### src/rtl/cce_pkg.sv
package cce_pkg;
  // register byte offsets
  localparam logic [7:0] OFS_CMD   = 8'h00;
  localparam logic [7:0] OFS_ARGLO = 8'h04;
  localparam logic [7:0] OFS_ARGHI = 8'h08;
  localparam logic [7:0] OFS_STAT  = 8'h10;
  localparam logic [7:0] OFS_IEN   = 8'h14;
  localparam logic [7:0] OFS_TMO   = 8'h18;
  localparam logic [7:0] OFS_OPT   = 8'h34;
  localparam logic [7:0] OFS_RSP0  = 8'h40;

  // response type codes
  localparam logic [2:0] RT_NONE = 3'd0;
  localparam logic [2:0] RT_STAT = 3'd1;
  localparam logic [2:0] RT_OCR  = 3'd3;
  localparam logic [2:0] RT_RCA  = 3'd6;

  // status bit positions
  localparam int ST_DONE    = 0;
  localparam int ST_NORSP   = 7;
  localparam int ST_OCRBUSY = 12;
  localparam int ST_CARDERR = 14;

  localparam logic [31:0] STAT_ERR_MASK = 32'hFDF8_0000;
  localparam logic [15:0] RCA_ERR_MASK  = 16'hE000;
  localparam int          AUTH_BIT      = 3;
  localparam int          OPT_AUTH_BIT  = 13;

  localparam int RSP_REGS = 8;
  localparam int HW       = 16;

  typedef enum logic [1:0] {
    SQ_IDLE  = 2'd0,
    SQ_ISSUE = 2'd1,
    SQ_WAIT  = 2'd2
  } seq_state_t;
endpackage

### src/rtl/cce_regs.sv
module cce_regs
  import cce_pkg::*;
#(
  parameter logic [7:0] TMO_RESET = 8'h40
) (
  input  logic                          clk,
  input  logic                          rst_n,
  input  logic                          bus_wr,
  input  logic [7:0]                    bus_addr,
  input  logic [HW-1:0]                 bus_wdata,
  output logic [HW-1:0]                 bus_rdata,
  input  logic                          busy,
  input  logic [HW-1:0]                 status,
  input  logic [RSP_REGS-1:0][HW-1:0]   rsp_regs,
  output logic                          launch,
  output logic [5:0]                    f_index,
  output logic [2:0]                    f_rtype,
  output logic [1:0]                    f_kind,
  output logic                          f_dir,
  output logic [31:0]                   arg,
  output logic [HW-1:0]                 ien,
  output logic [7:0]                    tmo,
  output logic                          auth_en,
  output logic [HW-1:0]                 stat_clr
);
  logic [HW-1:0] cmd_word;
  logic          wr_cmd, wr_lo, wr_hi, wr_ien, wr_tmo, wr_opt, wr_stat;
  logic          tmo_reserved;

  assign wr_cmd  = bus_wr && (bus_addr == OFS_CMD);
  assign wr_lo   = bus_wr && (bus_addr == OFS_ARGLO);
  assign wr_hi   = bus_wr && (bus_addr == OFS_ARGHI);
  assign wr_ien  = bus_wr && (bus_addr == OFS_IEN);
  assign wr_tmo  = bus_wr && (bus_addr == OFS_TMO);
  assign wr_opt  = bus_wr && (bus_addr == OFS_OPT);
  assign wr_stat = bus_wr && (bus_addr == OFS_STAT);

  assign tmo_reserved = (bus_wdata[7:1] == 7'h7F);
  assign launch       = wr_cmd && !busy;
  assign stat_clr     = wr_stat ? bus_wdata : '0;

  always_ff @(posedge clk) begin
    if (!rst_n) begin
      cmd_word <= '0;
      arg      <= '0;
      ien      <= '0;
      tmo      <= TMO_RESET;
      auth_en  <= 1'b0;
    end else begin
      if (launch) cmd_word <= bus_wdata;
      if (wr_lo)  arg[15:0]  <= bus_wdata;
      if (wr_hi)  arg[31:16] <= bus_wdata;
      if (wr_ien) ien <= bus_wdata;
      if (wr_tmo && !tmo_reserved) tmo <= bus_wdata[7:0];
      if (wr_opt) auth_en <= bus_wdata[OPT_AUTH_BIT];
    end
  end

  assign f_index = cmd_word[5:0];
  assign f_rtype = cmd_word[10:8];
  assign f_kind  = cmd_word[13:12];
  assign f_dir   = cmd_word[15];

  always_comb begin
    bus_rdata = '0;
    unique case (bus_addr)
      OFS_CMD:   bus_rdata = cmd_word;
      OFS_ARGLO: bus_rdata = arg[15:0];
      OFS_ARGHI: bus_rdata = arg[31:16];
      OFS_STAT:  bus_rdata = status;
      OFS_IEN:   bus_rdata = ien;
      OFS_TMO:   bus_rdata = {8'h00, tmo};
      OFS_OPT:   bus_rdata = HW'(auth_en) << OPT_AUTH_BIT;
      default: begin
        if (bus_addr[7:5] == OFS_RSP0[7:5] && bus_addr[1:0] == 2'b00)
          bus_rdata = rsp_regs[bus_addr[4:2]];
      end
    endcase
  end

  AST_ARG_HIGH_KEPT: assert property (@(posedge clk) disable iff (!rst_n)
    (wr_lo && !wr_hi) |=> $stable(arg[31:16]));
  AST_ARG_LOW_KEPT: assert property (@(posedge clk) disable iff (!rst_n)
    (wr_hi && !wr_lo) |=> $stable(arg[15:0]));
  AST_TMO_RESERVED: assert property (@(posedge clk) disable iff (!rst_n)
    (wr_tmo && bus_wdata[7:1] == 7'h7F) |=> $stable(tmo));
  AST_CMD_BUSY_IGNORED: assert property (@(posedge clk) disable iff (!rst_n)
    (wr_cmd && busy) |=> $stable(cmd_word));
endmodule

### src/rtl/cce_seq.sv
module cce_seq
  import cce_pkg::*;
#(
  parameter int TO_SHIFT = 4,
  localparam int CNT_W   = 9 + TO_SHIFT
) (
  input  logic       clk,
  input  logic       rst_n,
  input  logic       launch,
  input  logic [2:0] rtype,
  input  logic [7:0] tmo,
  output logic       cmd_valid,
  input  logic       cmd_ready,
  output logic       rsp_ready,
  input  logic       rsp_valid,
  output logic       busy,
  output logic       ev_take,
  output logic       ev_norsp,
  output logic       ev_done
);
  seq_state_t       st;
  logic [CNT_W-1:0] wait_cnt;
  logic [CNT_W-1:0] limit;
  logic             ev_skip, ev_expire;

  assign limit = CNT_W'({1'b0, tmo} + 9'd1) << TO_SHIFT;

  assign cmd_valid = (st == SQ_ISSUE);
  assign rsp_ready = (st == SQ_WAIT);
  assign busy      = (st != SQ_IDLE);
  assign ev_take   = rsp_ready && rsp_valid;
  assign ev_expire = rsp_ready && !rsp_valid && (wait_cnt >= limit - CNT_W'(1));
  assign ev_skip   = cmd_valid && cmd_ready && (rtype == RT_NONE);
  assign ev_norsp  = ev_skip || ev_expire;
  assign ev_done   = ev_norsp || ev_take;

  always_ff @(posedge clk) begin
    if (!rst_n) begin
      st       <= SQ_IDLE;
      wait_cnt <= '0;
    end else begin
      unique case (st)
        SQ_IDLE: if (launch) st <= SQ_ISSUE;
        SQ_ISSUE: begin
          wait_cnt <= '0;
          if (cmd_ready) st <= (rtype == RT_NONE) ? SQ_IDLE : SQ_WAIT;
        end
        SQ_WAIT: begin
          if (ev_take || ev_expire) st <= SQ_IDLE;
          else wait_cnt <= wait_cnt + CNT_W'(1);
        end
        default: st <= SQ_IDLE;
      endcase
    end
  end

  AST_ISSUE_HOLD: assert property (@(posedge clk) disable iff (!rst_n)
    (cmd_valid && !cmd_ready) |=> (cmd_valid && $stable(rtype)));
  AST_RSP_READY_WAIT: assert property (@(posedge clk) disable iff (!rst_n)
    rsp_ready |-> (busy && !cmd_valid));
  AST_VALID_AFTER_LAUNCH: assert property (@(posedge clk) disable iff (!rst_n)
    launch |=> cmd_valid);
endmodule

### src/rtl/cce_rsp.sv
module cce_rsp
  import cce_pkg::*;
(
  input  logic                        clk,
  input  logic                        rst_n,
  input  logic                        ev_take,
  input  logic                        ev_norsp,
  input  logic                        ev_done,
  input  logic [2:0]                  rtype,
  input  logic [127:0]                rsp_data,
  input  logic                        auth_en,
  input  logic [HW-1:0]               stat_clr,
  output logic [HW-1:0]               status,
  output logic [RSP_REGS-1:0][HW-1:0] rsp_regs
);
  logic [31:0]   head32;
  logic [15:0]   rca16;
  logic [31:0]   mask32;
  logic [15:0]   mask16;
  logic [HW-1:0] set_bits;

  assign head32 = rsp_data[127:96];
  assign rca16  = rsp_data[111:96];
  assign mask32 = STAT_ERR_MASK | (32'(auth_en) << AUTH_BIT);
  assign mask16 = RCA_ERR_MASK  | (16'(auth_en) << AUTH_BIT);

  always_comb begin
    set_bits = '0;
    if (ev_done)  set_bits[ST_DONE]  = 1'b1;
    if (ev_norsp) set_bits[ST_NORSP] = 1'b1;
    if (ev_take) begin
      if (rtype == RT_STAT && |(head32 & mask32)) set_bits[ST_CARDERR]  = 1'b1;
      if (rtype == RT_RCA  && |(rca16  & mask16)) set_bits[ST_CARDERR]  = 1'b1;
      if (rtype == RT_OCR  && !head32[31])        set_bits[ST_OCRBUSY]  = 1'b1;
    end
  end

  always_ff @(posedge clk) begin
    if (!rst_n) status <= '0;
    else        status <= (status & ~stat_clr) | set_bits;
  end

  for (genvar gi = 0; gi < RSP_REGS; gi++) begin : g_rsp
    always_ff @(posedge clk) begin
      if (!rst_n)       rsp_regs[gi] <= '0;
      else if (ev_take) rsp_regs[gi] <= rsp_data[HW*gi +: HW];
    end
  end

  AST_NORSP_WITH_DONE: assert property (@(posedge clk) disable iff (!rst_n)
    $rose(status[ST_NORSP]) |-> status[ST_DONE]);
  AST_DONE_AFTER_END: assert property (@(posedge clk) disable iff (!rst_n)
    ev_done |=> status[ST_DONE]);
  AST_ERR_ONLY_ON_TAKE: assert property (@(posedge clk) disable iff (!rst_n)
    $rose(status[ST_CARDERR]) |-> $past(ev_take));
  AST_RSP_KEPT_NORSP: assert property (@(posedge clk) disable iff (!rst_n)
    (ev_norsp && !ev_take) |=> $stable(rsp_regs));
endmodule

### src/rtl/card_cmd_engine.sv
module card_cmd_engine
  import cce_pkg::*;
#(
  parameter int         TO_SHIFT  = 4,
  parameter logic [7:0] TMO_RESET = 8'h40
) (
  input  logic         clk,
  input  logic         rst_n,
  input  logic         bus_wr,
  input  logic [7:0]   bus_addr,
  input  logic [15:0]  bus_wdata,
  output logic [15:0]  bus_rdata,
  output logic         cmd_valid,
  input  logic         cmd_ready,
  output logic [5:0]   cmd_index,
  output logic [31:0]  cmd_arg,
  output logic [2:0]   cmd_rtype,
  output logic [1:0]   cmd_kind,
  output logic         cmd_dir,
  input  logic         rsp_valid,
  output logic         rsp_ready,
  input  logic [127:0] rsp_data,
  output logic         irq
);
  logic                        launch, busy, auth_en;
  logic                        ev_take, ev_norsp, ev_done;
  logic [HW-1:0]               ien, status, stat_clr;
  logic [7:0]                  tmo;
  logic [RSP_REGS-1:0][HW-1:0] rsp_regs;

  cce_regs #(.TMO_RESET(TMO_RESET)) u_regs (
    .clk(clk), .rst_n(rst_n), .bus_wr(bus_wr), .bus_addr(bus_addr),
    .bus_wdata(bus_wdata), .bus_rdata(bus_rdata), .busy(busy),
    .status(status), .rsp_regs(rsp_regs), .launch(launch),
    .f_index(cmd_index), .f_rtype(cmd_rtype), .f_kind(cmd_kind),
    .f_dir(cmd_dir), .arg(cmd_arg), .ien(ien), .tmo(tmo),
    .auth_en(auth_en), .stat_clr(stat_clr)
  );

  cce_seq #(.TO_SHIFT(TO_SHIFT)) u_seq (
    .clk(clk), .rst_n(rst_n), .launch(launch), .rtype(cmd_rtype),
    .tmo(tmo), .cmd_valid(cmd_valid), .cmd_ready(cmd_ready),
    .rsp_ready(rsp_ready), .rsp_valid(rsp_valid), .busy(busy),
    .ev_take(ev_take), .ev_norsp(ev_norsp), .ev_done(ev_done)
  );

  cce_rsp u_rsp (
    .clk(clk), .rst_n(rst_n), .ev_take(ev_take), .ev_norsp(ev_norsp),
    .ev_done(ev_done), .rtype(cmd_rtype), .rsp_data(rsp_data),
    .auth_en(auth_en), .stat_clr(stat_clr), .status(status),
    .rsp_regs(rsp_regs)
  );

  assign irq = |(status & ien);

  AST_IRQ_QUIET: assert property (@(posedge clk) disable iff (!rst_n)
    (ien == '0) |-> !irq);
  AST_ARG_STABLE_ISSUE: assert property (@(posedge clk) disable iff (!rst_n)
    (cmd_valid && !cmd_ready && !bus_wr) |=> $stable(cmd_arg));
endmodule

### config.mk
export PLATFORM = sky130hd
export DESIGN_NAME = card_cmd_engine
export DESIGN_NICKNAME = d
export VERILOG_FILES = /design/src/rtl/cce_pkg.sv /design/src/rtl/cce_regs.sv /design/src/rtl/cce_seq.sv /design/src/rtl/cce_rsp.sv /design/src/rtl/card_cmd_engine.sv
export SDC_FILE = /design/constraint.sdc
export NUM_CORES = 1
export LEC_CHECK = 0
export CAP_MARGIN = 20
export CELL_PAD_IN_SITES_DETAIL_PLACEMENT = 0
export CELL_PAD_IN_SITES_GLOBAL_PLACEMENT = 1
export CORE_MARGIN = 2
export CORE_UTILIZATION = 35
export CTS_CLUSTER_SIZE = 24
export DETAILED_ROUTE_END_ITERATION = 6
export GPL_TIMING_DRIVEN = 0
export PLACE_DENSITY = 0.74
export SYNTH_ARGS = -nofsm -noshare
export SYNTH_HDL_FRONTEND = slang
export SYNTH_SLANG_ARGS = --single-unit
export TNS_END_PERCENT = 20
### constraint.sdc
create_clock -name clk -period 5 [get_ports clk]
set_input_delay 1 -clock clk [delete_from_list [all_inputs] [get_ports clk]]
set_output_delay 1 -clock clk [all_outputs]
set_load 0.1 [all_outputs]
Word level (Yosys, flattened, before mapping)
Cells that the tools add are included.

Bits in registers: 232. Output and inout bits: 63.

Add/sub/neg operators: 3. $lt $le $gt $ge: 2. Eq/ne operators: 17. Muxes and demuxes: 19. Bitwise logic cells: 6. Reduce and logical (&&, ||, !) cells: 36.

Operators by type and width (number): 16-bit one-hot mux with 7 select lines (1); 16-bit AND (3); 16-bit binary-select mux with 3-bit select (1); 16-bit two-way mux (3); 32-bit AND (1); 16-bit OR reduction (2); 32-bit OR reduction (1); 13-bit one-hot mux with 2 select lines (1); 8-bit by 5-bit equality test with 1-bit output (second input constant) (3); 1-bit logical AND (18); 16-bit inverter (1); 16-bit by 15-bit OR with 16-bit output (1); 13-bit by 1-bit adder with 13-bit output (second input constant) (1); 13-bit greater-or-equal comparator (1); 13-bit two-way mux (1); 13-bit by 1-bit subtractor with 13-bit output (second input constant) (1); 8-bit by 1-bit adder with 9-bit output (second input constant) (1); 8-bit by 3-bit equality test with 1-bit output (second input constant) (1); 8-bit by 4-bit equality test with 1-bit output (second input constant) (1); 8-bit by 6-bit equality test with 1-bit output (second input constant) (1); 8-bit zero test (1); 2-bit two-way mux (4); 2-bit inequality test (second input constant) (4); 7-bit equality test (second input constant) (1); 15 further kinds (29).

Logic depth before layout (Yosys ltp)
Depth in word-level cells: 8. Depth in mapped cells: 15. Mapped depth without buffers: 12.

Cells and area by module
From an unflattened synthesis, not the netlist that was laid out.

Cells, all modules: 1148. Area, all modules: 11373.4 µm².

Modules (own cells, without submodules): cce_rsp (times used 1, cells each 466, area each 5370.2 µm², seq. area each 2882.8 µm²); cce_regs (times used 1, cells each 508, area each 4580.6 µm², seq. area each 1461.4 µm²); cce_seq (times used 1, cells each 165, area each 1321.3 µm², seq. area each 300.3 µm²); card_cmd_engine (times used 1, cells each 9, area each 101.3 µm², seq. area each 0.0 µm²).

Worst setup path after synthesis
Ideal clock, no wire load.

Path type: in2out. From: input bus_addr[2]. To: output bus_rdata[15]. Arrival time: 4261 ps. Setup slack: -261 ps. Cell stages on the path: 6. Buffers on the path: 3. Path through: buf_2 buf_2 clkbuf_1 mux4_2 mux2i_1 o21ai_0.

Longest elaborated chain between the ends: 4.

Ends and longest elaborated chain: start, declared (RTL line card_cmd_engine.sv:10) `input logic [7:0] bus_addr,`; 16-bit binary-select mux with 3-bit select (RTL line cce_regs.sv:76) `bus_rdata = rsp_regs[bus_addr[4:2]];`; 16-bit two-way mux (not written as such) (RTL line cce_regs.sv:76); 16-bit two-way mux (RTL line cce_regs.sv:75) `if (bus_addr[7:5] == OFS_RSP0[7:5] && bus_addr[1:0] == 2'b00)`; 16-bit one-hot mux with 7 select lines * (RTL line cce_regs.sv:66) `unique case (bus_addr)`; end, declared (RTL line card_cmd_engine.sv:12) `output logic [15:0] bus_rdata,`.

Every way passes the cells marked *; elsewhere a longest branch is shown, timed or not. The select of a mux whose other input is x is not followed.

Worst setup path after layout
From: input bus_addr[7]. To: output bus_rdata[12].

Longest elaborated chain between the ends: 4.

Ends and longest elaborated chain (RTL line): 3-bit by 2-bit equality test with 1-bit output (cce_regs.sv:75); 1-bit logical AND (cce_regs.sv:75); 16-bit two-way mux (cce_regs.sv:75); 16-bit one-hot mux with 7 select lines * (cce_regs.sv:66).

Every way passes the cells marked *; elsewhere a longest branch is shown, timed or not.

==> impl_results.md <==
* Worst-path cell chain: clkdlybuf4s50_1 -> nor3_1 -> buf_4 -> nand2_1 -> o22ai_1 -> a21oi_1 -> o21ai_0 -> clkdlybuf4s15_2
* Largest net degree at the start of global routing at 15
* RSZ-0062 raised after global routing: false
* Max capacitance violation total at 0
* Row cnt at 65
* GRT overflow at 0
* Vias at 10,300
* Peak Freq at roughly 0.20 GHz
* FF+latch count, synth at about 230
* Post-synth cell types at 60
* Hold Crit Class: reg2reg
* Clk_lat worst skew at roughly 550 ps
* Synth-to-Final Area Change at 31.5%
* CTS H-tree lvls at 1
* Skew final at 13.6 ps
* I/O Buffers at ~220
* Yosys warns at 0
* Clock tree sinks at ~230
* Clock-pin slew on the worst setup and hold paths at ~60 ps
* Fin crit share at 99.1%
* Slowest-stage cell, CP: nor3_1
* Critical path type: in2out
* Global-route wire length before repair at about 62,000 um
* Clock root buffer: clkbuf_16
* # DRC at 0
* CTS tree: done
* Layout Cells excl Fill at between 2,000 and 2,500
* Most frequent cells in the layout: nand2_1 (422), dfxtp_1 (232), clkdlybuf4s50_1 (199)
* Worst EP required at approximately 4000 ps
* Final hold vios at 0
* Max-slew violations at 0
* Gr usage total at around a quarter
* Syn avg cell area at ~8.7 sq um
* Post-Syn Instances at 1,306
* WP data arrival at 3950 ps
* Hold-fix buffers, CTS at 0
* Worst Path Buf+Inv at 3
* Hold slack at between 400 and 500 ps
* CP endpoint kind: primary output
* Initial antenna violation count at 1
* Post-synth net total at 1,475
* Initial core utilization at 35.8%
* Die extent in y at ~180 um
* Ys flop type: dfxtp_1
* Placed Cells at a little under 2,000
* Num ports at 220
* Post-CTS Setup Inserts at 0
* GPL Wtd Cong at 0.877
* Final WL at just over 40,000 um
* DR WL/cell at slightly above 20 um
* Total power at approximately 4.1 mW
* CTS max path bufs at 3
* DPL Wire Length at between 30,000 and 40,000 um
* Ant diodes at 0
* DR vias/cell at slightly above 5
* Worst-margin pin slew at about 1100 ps
* Synth Cell Area at around 0.011 sq mm
* Final Critical Period at between 4000 and 5000 ps
* P per Cell Area at 276 mW/mm^2
* Core area at roughly 0.032 sq mm
* ANT nets after route at 0
* CP top delay family: buffers and inverters
* Worst VDD drop at 264 uV
* DR iter-0 viols at about 700
* Number of flops mapped to enable cells by yosys at 0
* TritonRoute pass-1 iters at 5
* Async SR Flop Fraction at 0%
* Die Area at 0.0339 sq mm
* CP startpoint kind: primary input
* Setup violators final at 0
* Die Span X at around 180 um
* Pleak at roughly 5.0 nW
* CP Max Fanout at 7
* TritonCTS buffer count at 27
* Register area share after synthesis at about two fifths
* Layout cell share with drive strength beyond 1 at between 10% and 20%
* Nets at about 1,700
* Outcome: complete, no violations
* Rel. slew slack at between 20 and 30%
* Vias in the first global route at just over 10,000
* Most common cell after layout, fill and taps aside: nand2_1
* Critical Path Max Stage Delay at 730 ps
==> layout make-up <==
cell class                 count  area [sq um]
fill                        3130         16900
sequential                   232          4640
inverter                       7          26.3
clock inverter                 9           115
buffer                       111           536
clock buffer                  37           773
multi-input combinational    956          6170
tap                          435           544
timing repair buffer         216          2140
==> report_power, final <==
group | leakage, nW | internal (mW) | switching, mW | total [mW]
combinational | 2.67 | 0.159 | 0.135 | 0.294
sequential | 1.87 | 1.85 | 0.000790 | 1.85
clock | 0.435 | 1.18 | 0.801 | 1.98
total | 4.97 | 3.19 | 0.937 | 4.13
==> what timing repair did <==
action / in CTS / in global routing
endpoints found under the setup margin: 16 / 10
gates cloned: 0 / 0
resized for setup: 74 / 7
pin swaps: 0 / 0
==> final timing paths <==
check | startpoint | to | slack (ps) | cells past startpoint
max | bus_addr[7] | bus_rdata[12] | 50 | 8
min | u_regs.cmd_word[11]$_SDFFE_PN0P_ | u_regs.cmd_word[11]$_SDFFE_PN0P_ | 450 | 2
max reg2reg | u_regs.tmo[1]$_SDFFE_PN0P_ | u_seq.wait_cnt[4]$_SDFFE_PN0P_ | 1280 | 14
min reg2reg | u_regs.cmd_word[11]$_SDFFE_PN0P_ | u_regs.cmd_word[11]$_SDFFE_PN0P_ | 450 | 2
==> flip-flops by register name (all words and copies together), names as in the netlist <==
name	cells
u_rsp.rsp_regs	128
u_regs.arg	32
u_regs.cmd_word	16
u_regs.ien	16
u_rsp.status	16
u_seq.wait_cnt	13
u_regs.tmo	8
u_seq.st	2
u_regs.auth_en	1
==> worst min-delay path, stage by stage (launching register included) <==
cell	delay [ps]
dfxtp_1	300
nand2_1	50
a21boi_1	50
==> through the flow <==
stage	TNS, ps	setup slack [ps]	utilization, %	area [sq um]
final	0	45.5	47.0	14900
after global routing	0	13.7	47.0	14900
after CTS	-12.7	-12.7	47.0	14900
after detailed placement	-11060	-830	44.3	14100
after global placement	-12740	-1030	44.2	14100
after floorplan	-2340	-251	-	11400
==> logic make-up after synthesis <==
kind of cell    share of synthesized area (%)
compound gates                           19.9
xor+xnor                                 1.08
buf+inv                                  4.85
mux                                      11.5
fa+ha+maj                                1.32
simple gates                             20.5
flops                                    40.8
==> metal layers <==
layer,part of all wire [%],global-route usage [%],wire length [um]
met4,2.8,6.75,1160
met3,6.1,3.83,2490
met2,47,40.5,19100
met5,0,0,0
met1,44,32.0,18100
==> synth_stat cells (all sizes together), types with 2 or more instances <==
| master | number | share of area (%) |
|---|---|---|
| clkbuf | 63 | 2.1 |
| a221oi | 4 | 0.31 |
| nand3b | 3 | 0.20 |
| nand4 | 10 | 0.61 |
| mux4 | 39 | 7.7 |
| or2 | 4 | 0.22 |
| inv | 7 | 0.23 |
| xor2 | 2 | 0.15 |
| dfxtp | 232 | 41 |
| xnor2 | 12 | 0.92 |
| or4 | 11 | 0.73 |
| o22ai | 9 | 0.50 |
| a21oi | 36 | 1.6 |
| nor3b | 3 | 0.30 |
| o211ai | 4 | 0.26 |
| nand2 | 423 | 14 |
| a211oi | 2 | 0.13 |
| a31oi | 3 | 0.17 |
| a32oi | 7 | 0.54 |
| nor2 | 15 | 0.52 |
| buf | 48 | 2.5 |
| o2111ai | 2 | 0.15 |
| o21ai | 22 | 0.97 |
| nand2b | 5 | 0.28 |
| a41o | 2 | 0.18 |
| a21boi | 195 | 13 |
| o31ai | 7 | 0.46 |
| and2 | 3 | 0.17 |
| nor3 | 9 | 0.54 |
| nor2b | 11 | 0.61 |
| o21a | 4 | 0.26 |
| o31a | 2 | 0.15 |
| nor4b | 3 | 0.50 |
| ha | 12 | 1.3 |
| mux2i | 42 | 3.7 |
| nand3 | 16 | 0.70 |
| a22o | 12 | 0.92 |
| nor4 | 6 | 0.59 |
| and3 | 7 | 0.39 |
Note: power is estimated with default switching activity, not from simulation.
